**src/rtl/cal_volt_pkg.sv**
```systemverilog
`timescale 1ns/1ps
// Shared constants, graph tables and state type for the calibrated
// voltage converter. Assumes the two graph points fit in 16 signed bits.
package cal_volt_pkg;
    localparam int PT_W       = 16;
    localparam int CAL_BYTE_W = 8;
    localparam int CAL_W      = 2 * CAL_BYTE_W;
    localparam logic signed [PT_W-1:0] CAL_BIAS = 16'sd128;

    typedef enum logic [1:0] {ST_IDLE, ST_PREP, ST_INTERP, ST_RATIO} conv_state_t;

    // Nominal code of graph point pt (0 or 1) for the range and table
    function automatic logic signed [PT_W-1:0] nominal_code(input logic big, input logic alt, input int pt);
        if (big)
            return (pt == 0) ? (alt ? 16'sd850 : 16'sd856) : (alt ? 16'sd728 : 16'sd733);
        return (pt == 0) ? (alt ? 16'sd838 : 16'sd833) : (alt ? 16'sd84 : 16'sd80);
    endfunction

    // Millivolt value of graph point pt for the range
    function automatic logic signed [PT_W-1:0] graph_mv(input logic big, input int pt);
        if (big)
            return (pt == 0) ? 16'sd4200 : 16'sd3600;
        return (pt == 0) ? 16'sd1000 : 16'sd100;
    endfunction
endpackage

```
**src/rtl/cal_volt_points.sv**
```systemverilog
`timescale 1ns/1ps
// Computes the two corrected graph points from the calibration word.
// Purely combinational; assumes inputs are stable registers upstream.
module cal_volt_points
    import cal_volt_pkg::*;
(
    input  logic                   big_range,
    input  logic                   alt_table,
    input  logic [CAL_W-1:0]       cal_word,
    output logic signed [PT_W-1:0] code0,
    output logic signed [PT_W-1:0] code1,
    output logic signed [PT_W-1:0] mv0,
    output logic signed [PT_W-1:0] mv1
);
    logic signed [PT_W-1:0] code_a [2];
    logic signed [PT_W-1:0] mv_a   [2];

    for (genvar p = 0; p < 2; p++) begin : g_pt
        logic signed [PT_W-1:0] byte_s;
        // Zero-extend this point's calibration byte
        assign byte_s = $signed({{(PT_W-CAL_BYTE_W){1'b0}}, cal_word[p*CAL_BYTE_W +: CAL_BYTE_W]});
        // Offset the nominal code and scale by four
        assign code_a[p] = (byte_s + nominal_code(big_range, alt_table, p) - CAL_BIAS) <<< 2;
        assign mv_a[p]   = graph_mv(big_range, p);
    end

    assign code0 = code_a[0];
    assign code1 = code_a[1];
    assign mv0   = mv_a[0];
    assign mv1   = mv_a[1];
endmodule

```
**src/rtl/cal_volt_udiv.sv**
```systemverilog
`timescale 1ns/1ps
// Unsigned restoring divider, one quotient bit per clock, W clocks per
// division. A go while running is ignored. valid pulses once when the
// quotient is ready; the quotient then holds until the next go.
module cal_volt_udiv #(
    parameter int W = 48
) (
    input  logic         clk,
    input  logic         rst_n,
    input  logic         go,
    input  logic [W-1:0] dividend,
    input  logic [W-1:0] divisor,
    output logic [W-1:0] quotient,
    output logic         valid
);
    localparam int CNT_W = $clog2(W + 1);

    logic [W-1:0]     rem_q;
    logic [W-1:0]     dvs_q;
    logic [CNT_W-1:0] cnt_q;
    logic             run_q;
    logic [W:0]       shifted;
    logic [W:0]       trial;
    logic             fits;

    assign shifted = {rem_q, quotient[W-1]};
    assign trial   = shifted - {1'b0, dvs_q};
    assign fits    = ~trial[W];

    // Load operands on go, then shift-subtract one bit per cycle
    always_ff @(posedge clk) begin
        if (!rst_n) begin
            rem_q    <= '0;
            dvs_q    <= '0;
            quotient <= '0;
            cnt_q    <= '0;
            run_q    <= 1'b0;
            valid    <= 1'b0;
        end else begin
            valid <= 1'b0;
            if (go && !run_q) begin
                quotient <= dividend;
                dvs_q    <= divisor;
                rem_q    <= '0;
                cnt_q    <= CNT_W'(W);
                run_q    <= 1'b1;
            end else if (run_q) begin
                rem_q    <= fits ? trial[W-1:0] : shifted[W-1:0];
                quotient <= {quotient[W-2:0], fits};
                cnt_q    <= cnt_q - CNT_W'(1);
                if (cnt_q == CNT_W'(1)) begin
                    run_q <= 1'b0;
                    valid <= 1'b1;
                end
            end
        end
    end
endmodule

```
**src/rtl/cal_volt_conv.sv**
```systemverilog
`timescale 1ns/1ps
// Calibrated two-point voltage converter. Latches a request, computes
// the signed interpolation on a shared restoring divider, clamps, and
// optionally rescales by a rounded ratio on the same divider.
// Assumes PROD_W is wide enough for v * ratio_den (48 bits covers it).
module cal_volt_conv
    import cal_volt_pkg::*;
#(
    parameter int CODE_W  = 12,
    parameter int RATIO_W = 16,
    parameter int PROD_W  = 48
) (
    input  logic               clk,
    input  logic               rst_n,
    input  logic               start,
    input  logic [CODE_W-1:0]  raw_code,
    input  logic               big_range,
    input  logic               alt_table,
    input  logic [CAL_W-1:0]   cal_word,
    input  logic               ratio_en,
    input  logic [RATIO_W-1:0] ratio_num,
    input  logic [RATIO_W-1:0] ratio_den,
    output logic [PROD_W-1:0]  volt_mv,
    output logic               done,
    output logic               err
);
    conv_state_t        state;
    logic [CODE_W-1:0]  raw_q;
    logic               big_q, alt_q, ren_q, neg_q;
    logic [CAL_W-1:0]   cal_q;
    logic [RATIO_W-1:0] num_q, den_q;

    logic signed [PT_W-1:0]   c0, c1, mv0, mv1, raw_s, diff_raw, span;
    logic signed [PROD_W-1:0] prod, den_w, q_s, v_s;
    logic [PROD_W-1:0]        prod_mag, den_mag, v_clamp, ratio_dvd;
    logic [PROD_W-1:0]        div_a, div_b, div_quo;
    logic                     div_go, div_valid, busy_w;

    cal_volt_points u_pts (
        .big_range (big_q),
        .alt_table (alt_q),
        .cal_word  (cal_q),
        .code0     (c0),
        .code1     (c1),
        .mv0       (mv0),
        .mv1       (mv1)
    );

    cal_volt_udiv #(.W(PROD_W)) u_div (
        .clk      (clk),
        .rst_n    (rst_n),
        .go       (div_go),
        .dividend (div_a),
        .divisor  (div_b),
        .quotient (div_quo),
        .valid    (div_valid)
    );

    assign busy_w   = (state != ST_IDLE);
    assign raw_s    = $signed({{(PT_W-CODE_W){1'b0}}, raw_q});
    assign diff_raw = raw_s - c1;
    assign span     = mv0 - mv1;
    assign prod     = PROD_W'(span) * PROD_W'(diff_raw);
    assign den_w    = PROD_W'(c0 - c1);
    assign prod_mag = prod[PROD_W-1]  ? $unsigned(-prod)  : $unsigned(prod);
    assign den_mag  = den_w[PROD_W-1] ? $unsigned(-den_w) : $unsigned(den_w);

    // Restore the sign of the quotient, add the base voltage, clamp at zero
    assign q_s       = neg_q ? -$signed(div_quo) : $signed(div_quo);
    assign v_s       = q_s + PROD_W'(mv1);
    assign v_clamp   = v_s[PROD_W-1] ? '0 : $unsigned(v_s);
    assign ratio_dvd = v_clamp * PROD_W'(den_q) + PROD_W'(num_q >> 1);

    // Choose divider operands and launch for each division phase
    always_comb begin
        div_go = 1'b0;
        div_a  = prod_mag;
        div_b  = den_mag;
        if (state == ST_PREP && den_w != '0)
            div_go = 1'b1;
        if (state == ST_INTERP && div_valid && ren_q && num_q != '0) begin
            div_go = 1'b1;
            div_a  = ratio_dvd;
            div_b  = PROD_W'(num_q);
        end
    end

    // Sequence the conversion and register the result
    always_ff @(posedge clk) begin
        if (!rst_n) begin
            state   <= ST_IDLE;
            raw_q   <= '0;
            big_q   <= 1'b0;
            alt_q   <= 1'b0;
            cal_q   <= '0;
            ren_q   <= 1'b0;
            num_q   <= '0;
            den_q   <= '0;
            neg_q   <= 1'b0;
            volt_mv <= '0;
            done    <= 1'b0;
            err     <= 1'b0;
        end else begin
            done <= 1'b0;
            case (state)
                ST_IDLE: if (start) begin
                    raw_q <= raw_code;
                    big_q <= big_range;
                    alt_q <= alt_table;
                    cal_q <= cal_word;
                    ren_q <= ratio_en;
                    num_q <= ratio_num;
                    den_q <= ratio_den;
                    state <= ST_PREP;
                end
                ST_PREP: begin
                    if (den_w == '0) begin
                        volt_mv <= '0;
                        err     <= 1'b1;
                        done    <= 1'b1;
                        state   <= ST_IDLE;
                    end else begin
                        neg_q <= prod[PROD_W-1] ^ den_w[PROD_W-1];
                        state <= ST_INTERP;
                    end
                end
                ST_INTERP: if (div_valid) begin
                    if (!ren_q) begin
                        volt_mv <= v_clamp;
                        err     <= 1'b0;
                        done    <= 1'b1;
                        state   <= ST_IDLE;
                    end else if (num_q == '0) begin
                        volt_mv <= '0;
                        err     <= 1'b1;
                        done    <= 1'b1;
                        state   <= ST_IDLE;
                    end else begin
                        state <= ST_RATIO;
                    end
                end
                ST_RATIO: if (div_valid) begin
                    volt_mv <= div_quo;
                    err     <= 1'b0;
                    done    <= 1'b1;
                    state   <= ST_IDLE;
                end
                default: state <= ST_IDLE;
            endcase
        end
    end
endmodule

```
**config.mk**
```make
export PLATFORM = sky130hd
export DESIGN_NAME = cal_volt_conv
export DESIGN_NICKNAME = d
export VERILOG_FILES = /design/src/rtl/cal_volt_pkg.sv /design/src/rtl/cal_volt_points.sv /design/src/rtl/cal_volt_udiv.sv /design/src/rtl/cal_volt_conv.sv
export SDC_FILE = /design/constraint.sdc
export NUM_CORES = 2
export LEC_CHECK = 0
export BUFFER_PORTS_ARGS = -buffer_cell sky130_fd_sc_hd__buf_2
export CAP_MARGIN = 40
export CORE_MARGIN = 1.5
export CORE_UTILIZATION = 45
export DETAILED_ROUTE_END_ITERATION = 10
export SLEW_MARGIN = 20
export SYNTH_ARGS = -nofsm -noshare
export SYNTH_HDL_FRONTEND = slang
export SYNTH_SLANG_ARGS = --single-unit
```
**constraint.sdc**
```tcl
create_clock -name clk -period 21.4 [get_ports clk]
set_input_delay 4.28 -clock clk [delete_from_list [all_inputs] [get_ports clk]]
set_output_delay 4.28 -clock clk [all_outputs]
set_load 0.02 [all_outputs]
```
== Yosys cells after proc, flatten, opt, wreduce, memory -nomap -nowiden ==
Index checks and enable logic that the tools add are counted.
W data, S select, Z words.
Word-level totals
  bits in registers: 268
  input port bits: 66
  output and inout port bits: 50
  word-level logic and storage cells: 123
Operators by class
  add/sub/neg operators: 14
  multiply operators: 2
  equal/unequal tests: 9
  multiplexer cells: 55
  bitwise logic cells: 5
  reduce and logical (&&, ||, !) cells: 19
Operator list (count)
  $mux W48: 13
  $pmux W48 S3: 1
  $mux W16: 4
  $mux W14: 4
  $sub A49 B48 Y49: 1
  $add A48 B15 Y48: 1
  $add A48 B16 Y48: 1
  $logic_not A48 Y1: 1
  $mul A47 B16 Y48: 1
  $neg A17 Y48: 1
  $neg A32 Y48: 1
  $neg A48 Y48: 1
  $reduce_bool A48 Y1: 1
  $mux W47: 1
  $mul A16 B16 Y32: 1
  $add A9 B14 Y14: 2
  $sub A14 B9 Y14 const B: 2
  $mux W1: 17
  $sub A16 B16 Y17: 1
  $logic_not A16 Y1: 1
  $reduce_bool A16 Y1: 1
  $sub A13 B16 Y16: 1
  $sub A16 B16 Y16: 1
  $mux W2: 6
  24 further kinds: 39

== Depth between registers and ports, before layout ==
  depth in word-level cells: 12
  mapped depth: 49
  depth with buffers taken out: 45

== Hierarchy ==
A second synthesis with hierarchy kept.
Second synthesis, totals
  cell total of the unflattened synthesis: 6621
  area, all modules: 52796.9 sq um
By module, submodules not included
  cal_volt_conv: times used 1, cells an instance 5253, area an instance 42301.8 sq um, sequential area each 2322.2 sq um
  cal_volt_udiv: times used 1, cells an instance 1248, area an instance 9516.6 sq um, sequential area each 3042.9 sq um
  cal_volt_points: times used 1, cells an instance 120, area an instance 978.4 sq um, sequential area each 0.0 sq um

== Worst setup path before layout ==
No wires, ideal clock.
  kind: reg2reg
  start point: reg big_q
  end point: reg u_div.quotient[18]
  data arrival time: 10.947 ns
  data required time: 21.330 ns
  slack: 10.383 ns
  cell stages (with the launch flop): 46
  path buffers: 5
  clock period less this slack: 11.017 ns
  cells stage by stage: dfxtp_1 > clkbuf_1 > inv_1 > clkbuf_1 > clkbuf_1 > ha_1 > ha_1 > ha_1 > inv_1 > ha_1 > nor2b_1 > o21ai_0 > nand2b_1 > nand2_1 > nand2_1 > a21o_1 > maj3_1 > a21o_1 > [... 10 more ...] > fa_1 > fa_1 > fa_1 > ha_1 > clkbuf_1 > a21o_1 > a21oi_1 > nor2_1 > a21oi_1 > a31oi_1 > a21o_1 > a2111oi_0 > clkbuf_1 > o31ai_1 > xor2_1 > a21oi_1 > a21oi_1 > a21oi_1
On the way
  cells in the longest elaborated chain, start to end: 11
  elaborated cells between the ends (all ways): 27
  classes of those cells: add/sub (10); mul (2); mux (11); reduce/logical (4)
Ends and longest elaborated chain
  start: declaration: RTL line cal_volt_conv.sv:29  | logic big_q, alt_q, ren_q, neg_q;
  start signal: assignment: RTL line cal_volt_conv.sv:108  | big_q <= big_range;
  $mux W1 *: RTL line cal_volt_pkg.sv:14, cal_volt_pkg.sv:21
  branches (longest 10 deep; another with $neg A32 Y48)
  end signal: assignment: RTL line cal_volt_udiv.sv:42  | quotient <= dividend;
  end signal: assignment: RTL line cal_volt_udiv.sv:49  | quotient <= {quotient[W-2:0], fits};
  end: declaration: RTL line cal_volt_udiv.sv:13  | output logic [W-1:0] quotient,
Mark *: on every way between the ends.
A chain may end at the register's enable or synchronous reset.

== Final worst setup path ==
  start point: reg u_div.quotient[2]
  end point: reg u_div.quotient[40]
On the way
  cells in the longest elaborated chain, start to end: 8
Ends and longest elaborated chain
  $neg A48 Y48: RTL line cal_volt_conv.sv:69  | assign q_s = neg_q ? -$signed(div_quo) : $signed(div_quo);
  $mux W48 *: RTL line cal_volt_conv.sv:69
  $add A48 B16 Y48 *: RTL line cal_volt_conv.sv:70  | assign v_s = q_s + PROD_W'(mv1);
  $mux W47 *: RTL line cal_volt_conv.sv:71  | assign v_clamp = v_s[PROD_W-1] ? '0 : $unsigned(v_s);
  $mul A47 B16 Y48 *: RTL line cal_volt_conv.sv:72  | assign ratio_dvd = v_clamp * PROD_W'(den_q) + PROD_W'(num_q >> 1);
  $add A48 B15 Y48 *: RTL line cal_volt_conv.sv:72
  $mux W48 *: RTL line cal_volt_conv.sv:81  | if (state == ST_INTERP && div_valid && ren_q && num_q != '0) begin
  $mux W48 *: RTL line cal_volt_udiv.sv:41  | if (go && !run_q) begin
Every way passes the cells marked *; elsewhere a longest branch is shown, timed or not.

==> flow_summary_export.csv <==
group,metric,value,unit
hold_path,min_from,"u_div.dvs_q[33]$_SDFFE_PN0P_",
yosys,synth_area_leaders,"fa_1 (29%), dfxtp_1 (12%), ha_1 (10%)",
finish,nNetsFinal,6127,
clock_network,cts_tree,"yes",
clock_network,cts_setup_buffers,0,
floorplanning,die_x,308.8,um
grt,grt_pass1_wl,201.4,mm
timing,worst_pin_slew,0.8654,ns
timing,hold_viol,0,
worst_setup_path,r2r_slack,9.20,ns
drt,first_pass_iters,5,
clock_network,clk_latency,0.62,ns
worst_setup_path,reg2reg_from,"u_div.quotient[2]$_SDFFE_PN0P_",
placed_design,place.gp.congestion,0.9228,
timing,setup_ws,9.201,ns
timing,skew,0.03078,ns
worst_setup_path,cp-end-kind,"register",
hold_path,hold_path_depth,2,
worst_setup_path,path_max_fanout,25,
yosys,synth_area,42070,um2
clock_network,root_buffer,"clkbuf_16",
placed_design,dp_slack,9.263,ns
grt,grt_usage,0.2691,
drt,postRouteAntennaNets,0,
yosys,synthArstFlopShare,0,
worst_setup_path,critical-path-top-delay-family,"simple AND/OR/NAND/NOR gates",
timing,post-route-period-util,0.5701,
floorplanning,dieArea,95340,um2
floorplanning,start_util,0.4569,
timing,max_clock_freq,81.97,MHz
timing,slew_violations,0,
pwr,ir_drop,230.5,uV
run,maxCapViolCount,0,
clock_network,cts_resized,0,
worst_setup_path,critPathMaxStageDelay,0.73,ns
finish,drive_above_1_share,0.06783,
yosys,netlist.area_leader.share,0.2893,
drt,first_iter_violations,2517,
worst_setup_path,crit_buf_inv,6,
hold_path,hold_path.class,"register to register",
timing,slew_headroom,0.4231,
drt,drcViolationCount,0,
floorplanning,dieHeight,308.8,um
yosys,synth_warnings,0,
run_status,status,"finished clean",
worst_setup_path,cp-start-kind,"register",
grt,antenna_found_initial,1,
timing,period_minus_slack,12.20,ns
timing,rsz0062_at_grt,"false",
floorplanning,rows,111,
floorplanning,coreArea,92080,um2
grt,grt_max_degree,90,
worst_setup_path,crit_arrival,12.73,ns
drt,wl,123.6,mm
yosys,syn_inst,5166,
placed_design,port_buffers,115,
drt,dr_total_vias,34950,
drt,wl_per_cell,19.35,um
yosys,synthFlopType,"dfxtp_1",
hold_path,hold_end,"u_div.dvs_q[33]$_SDFFE_PN0P_",
yosys,synth-edff-count,0,
yosys,ys_seq_elements,260,
clock_network,clk_pin_slew,0.06,ns
yosys,yosysSeqAreaShare,0.1237,
clock_network,cts_buffer_depth,3,
yosys,yosysTopAreaCell,"fa_1",
placed_design,placedCellCount,6322,
yosys,syn_area_per_cell,8.144,um2
worst_setup_path,critical_path.most_common_cell,"fa_1",
grt,grt_remaining_overflow,0,
clock_network,cts_sinks,260,
worst_setup_path,critPathSlowestCell,"nor3_4",
worst_setup_path,crit_type,"register to register",
placed_design,dp_hpwl,94.03,mm
finish,syn2layout_area_growth,7.500,%
clock_network,cts_hold_buf,0,
grt,grt_pass1_vias,36010,
yosys,synth.distinct_cells,88,
worst_setup_path,reg2reg_to,"u_div.quotient[40]$_SDFFE_PN0P_",
floorplanning,ioPinCount,116,
timing,setup_violations,0,
worst_setup_path,r2r_cells,39,
worst_setup_path,worstPathRequired,21.93,ns
clock_network,cts_buffers,36,
finish,instances_no_fill,6389,
clock_network,htreeDepth,2,
pwr,power.leakage,21.25,nW
pwr,powerDensity,140.7,nW/um2
timing,finalSetupTns,0,ns
drt,viasPerCell,5.470,
[final cells by class]
type,instances,area [um2]
fill,9137,46850
multi-input combinational,3788,32730
sequential,260,5214
inverter,831,3124
tap,1243,1555
timing repair buffer,201,1313
clock buffer,46,1020
clock inverter,19,270.3
antenna,1,2.502
[state kept, by name, summed over array words and instances (netlist names), 12 cells and up]
signal and count:
u_div.rem_q 48, volt_mv 48, raw_q 12, u_div.dvs_q 40, u_div.quotient 48, num_q 16, cal_q 16, den_q 16
[how the worst max path moves through the flow]
stage | from | endpoint | slack (ns) | cells after the start
after CTS | u_div.quotient[2]$_SDFFE_PN0P_ | u_div.quotient[40]$_SDFFE_PN0P_ | 9.21 | 39
after floorplan | big_q$_SDFFE_PN0P_ | u_div.quotient[18]$_SDFFE_PN0P_ | 10.38 | 45
final | u_div.quotient[2]$_SDFFE_PN0P_ | u_div.quotient[40]$_SDFFE_PN0P_ | 9.20 | 39
after detailed placement | u_div.quotient[2]$_SDFFE_PN0P_ | u_div.quotient[40]$_SDFFE_PN0P_ | 9.26 | 37
after global placement | u_div.quotient[2]$_SDFFE_PN0P_ | u_div.quotient[47]$_SDFFE_PN0P_ | 8.96 | 36
after global routing | u_div.quotient[12]$_SDFFE_PN0P_ | u_div.quotient[40]$_SDFFE_PN0P_ | 8.24 | 39
[metrics by stage]
step                      total power [mW]  instance area [um2]  utilization  hold slack [ns]
final                                6.362                45230       0.4912           0.4417
after global routing                 7.005                45230       0.4912           0.4672
after CTS                            6.360                45220       0.4911           0.4444
after detailed placement             5.630                43930       0.4771           0.4361
after global placement               5.616                43750       0.4751           0.4331
after floorplan                      4.307                42100            -           0.4220
[synth_stat cells (33+ instances only)]
master	instances
a211oi_1	81
a21o_1	85
a21oi_1	291
a22oi_1	51
and2_1	233
clkbuf_1	272
dfxtp_1	260
fa_1	608
ha_1	335
inv_1	831
mux2i_1	45
nand2_1	715
nand2b_1	33
nand3_1	39
nor2_1	307
nor3_1	67
o21ai_0	182
xnor2_1	172
xor2_1	101
[routing by layer]
layer | GRT usage | routed length (um)
met5 | 0 | 13
met4 | 0.09073 | 4155
met3 | 0.04275 | 9038
met1 | 0.3710 | 54840
met2 | 0.4294 | 55570
[worst min-delay path, stage by stage, from the launching register on]
cell and delay [ns]:
dfxtp_1 0.29, inv_1 0.06, nor2_1 0.04
[logic make-up after synthesis]
family                   synth area share
AO/OA/AOI/OAI                      0.1399
flip-flops                         0.1237
buffers and inverters              0.1011
AND/OR/NAND/NOR                    0.1764
other                           0.0001785
multiplexers                      0.01124
XOR/XNOR                          0.05814
adder cells (fa/ha/maj)            0.3894
[report_power, final]
part / internal [mW] / switching [mW] / leakage [nW]
logic: 1.91 / 3.20 / 18.5
registers: 0.524 / 0.0704 / 2.12
clock network: 0.400 / 0.266 / 0.636
[cells in the final DEF, fill, tap and decap left out, types with 9 or more instances in the layout]
| cell type | instances |
|---|---|
| a21o_1 | 85 |
| nand2b_1 | 33 |
| nor4_1 | 21 |
| or3_1 | 26 |
| or4_1 | 9 |
| a31oi_1 | 21 |
| mux2i_1 | 45 |
| a21boi_0 | 18 |
| o211ai_1 | 15 |
| nor3_1 | 66 |
| nand2_1 | 714 |
| ha_1 | 335 |
| o31ai_1 | 30 |
| nor2b_1 | 28 |
| and3_1 | 21 |
| a211oi_1 | 81 |
| inv_1 | 829 |
| nand4_1 | 13 |
| o21ai_0 | 181 |
| buf_2 | 115 |
| or2_2 | 22 |
| o22ai_1 | 12 |
| o41ai_1 | 19 |
| a21oi_1 | 289 |
| a22oi_1 | 51 |
| dfxtp_1 | 255 |
| clkbuf_16 | 37 |
| nand3_1 | 38 |
| nor2_2 | 11 |
| buf_4 | 76 |
| and2_1 | 231 |
| a221oi_1 | 15 |
| xnor2_1 | 172 |
| o21a_1 | 14 |
| nor2_1 | 300 |
| fa_1 | 608 |
| o21bai_1 | 21 |
| xor2_1 | 101 |
(Power assumes the default switching activity.)
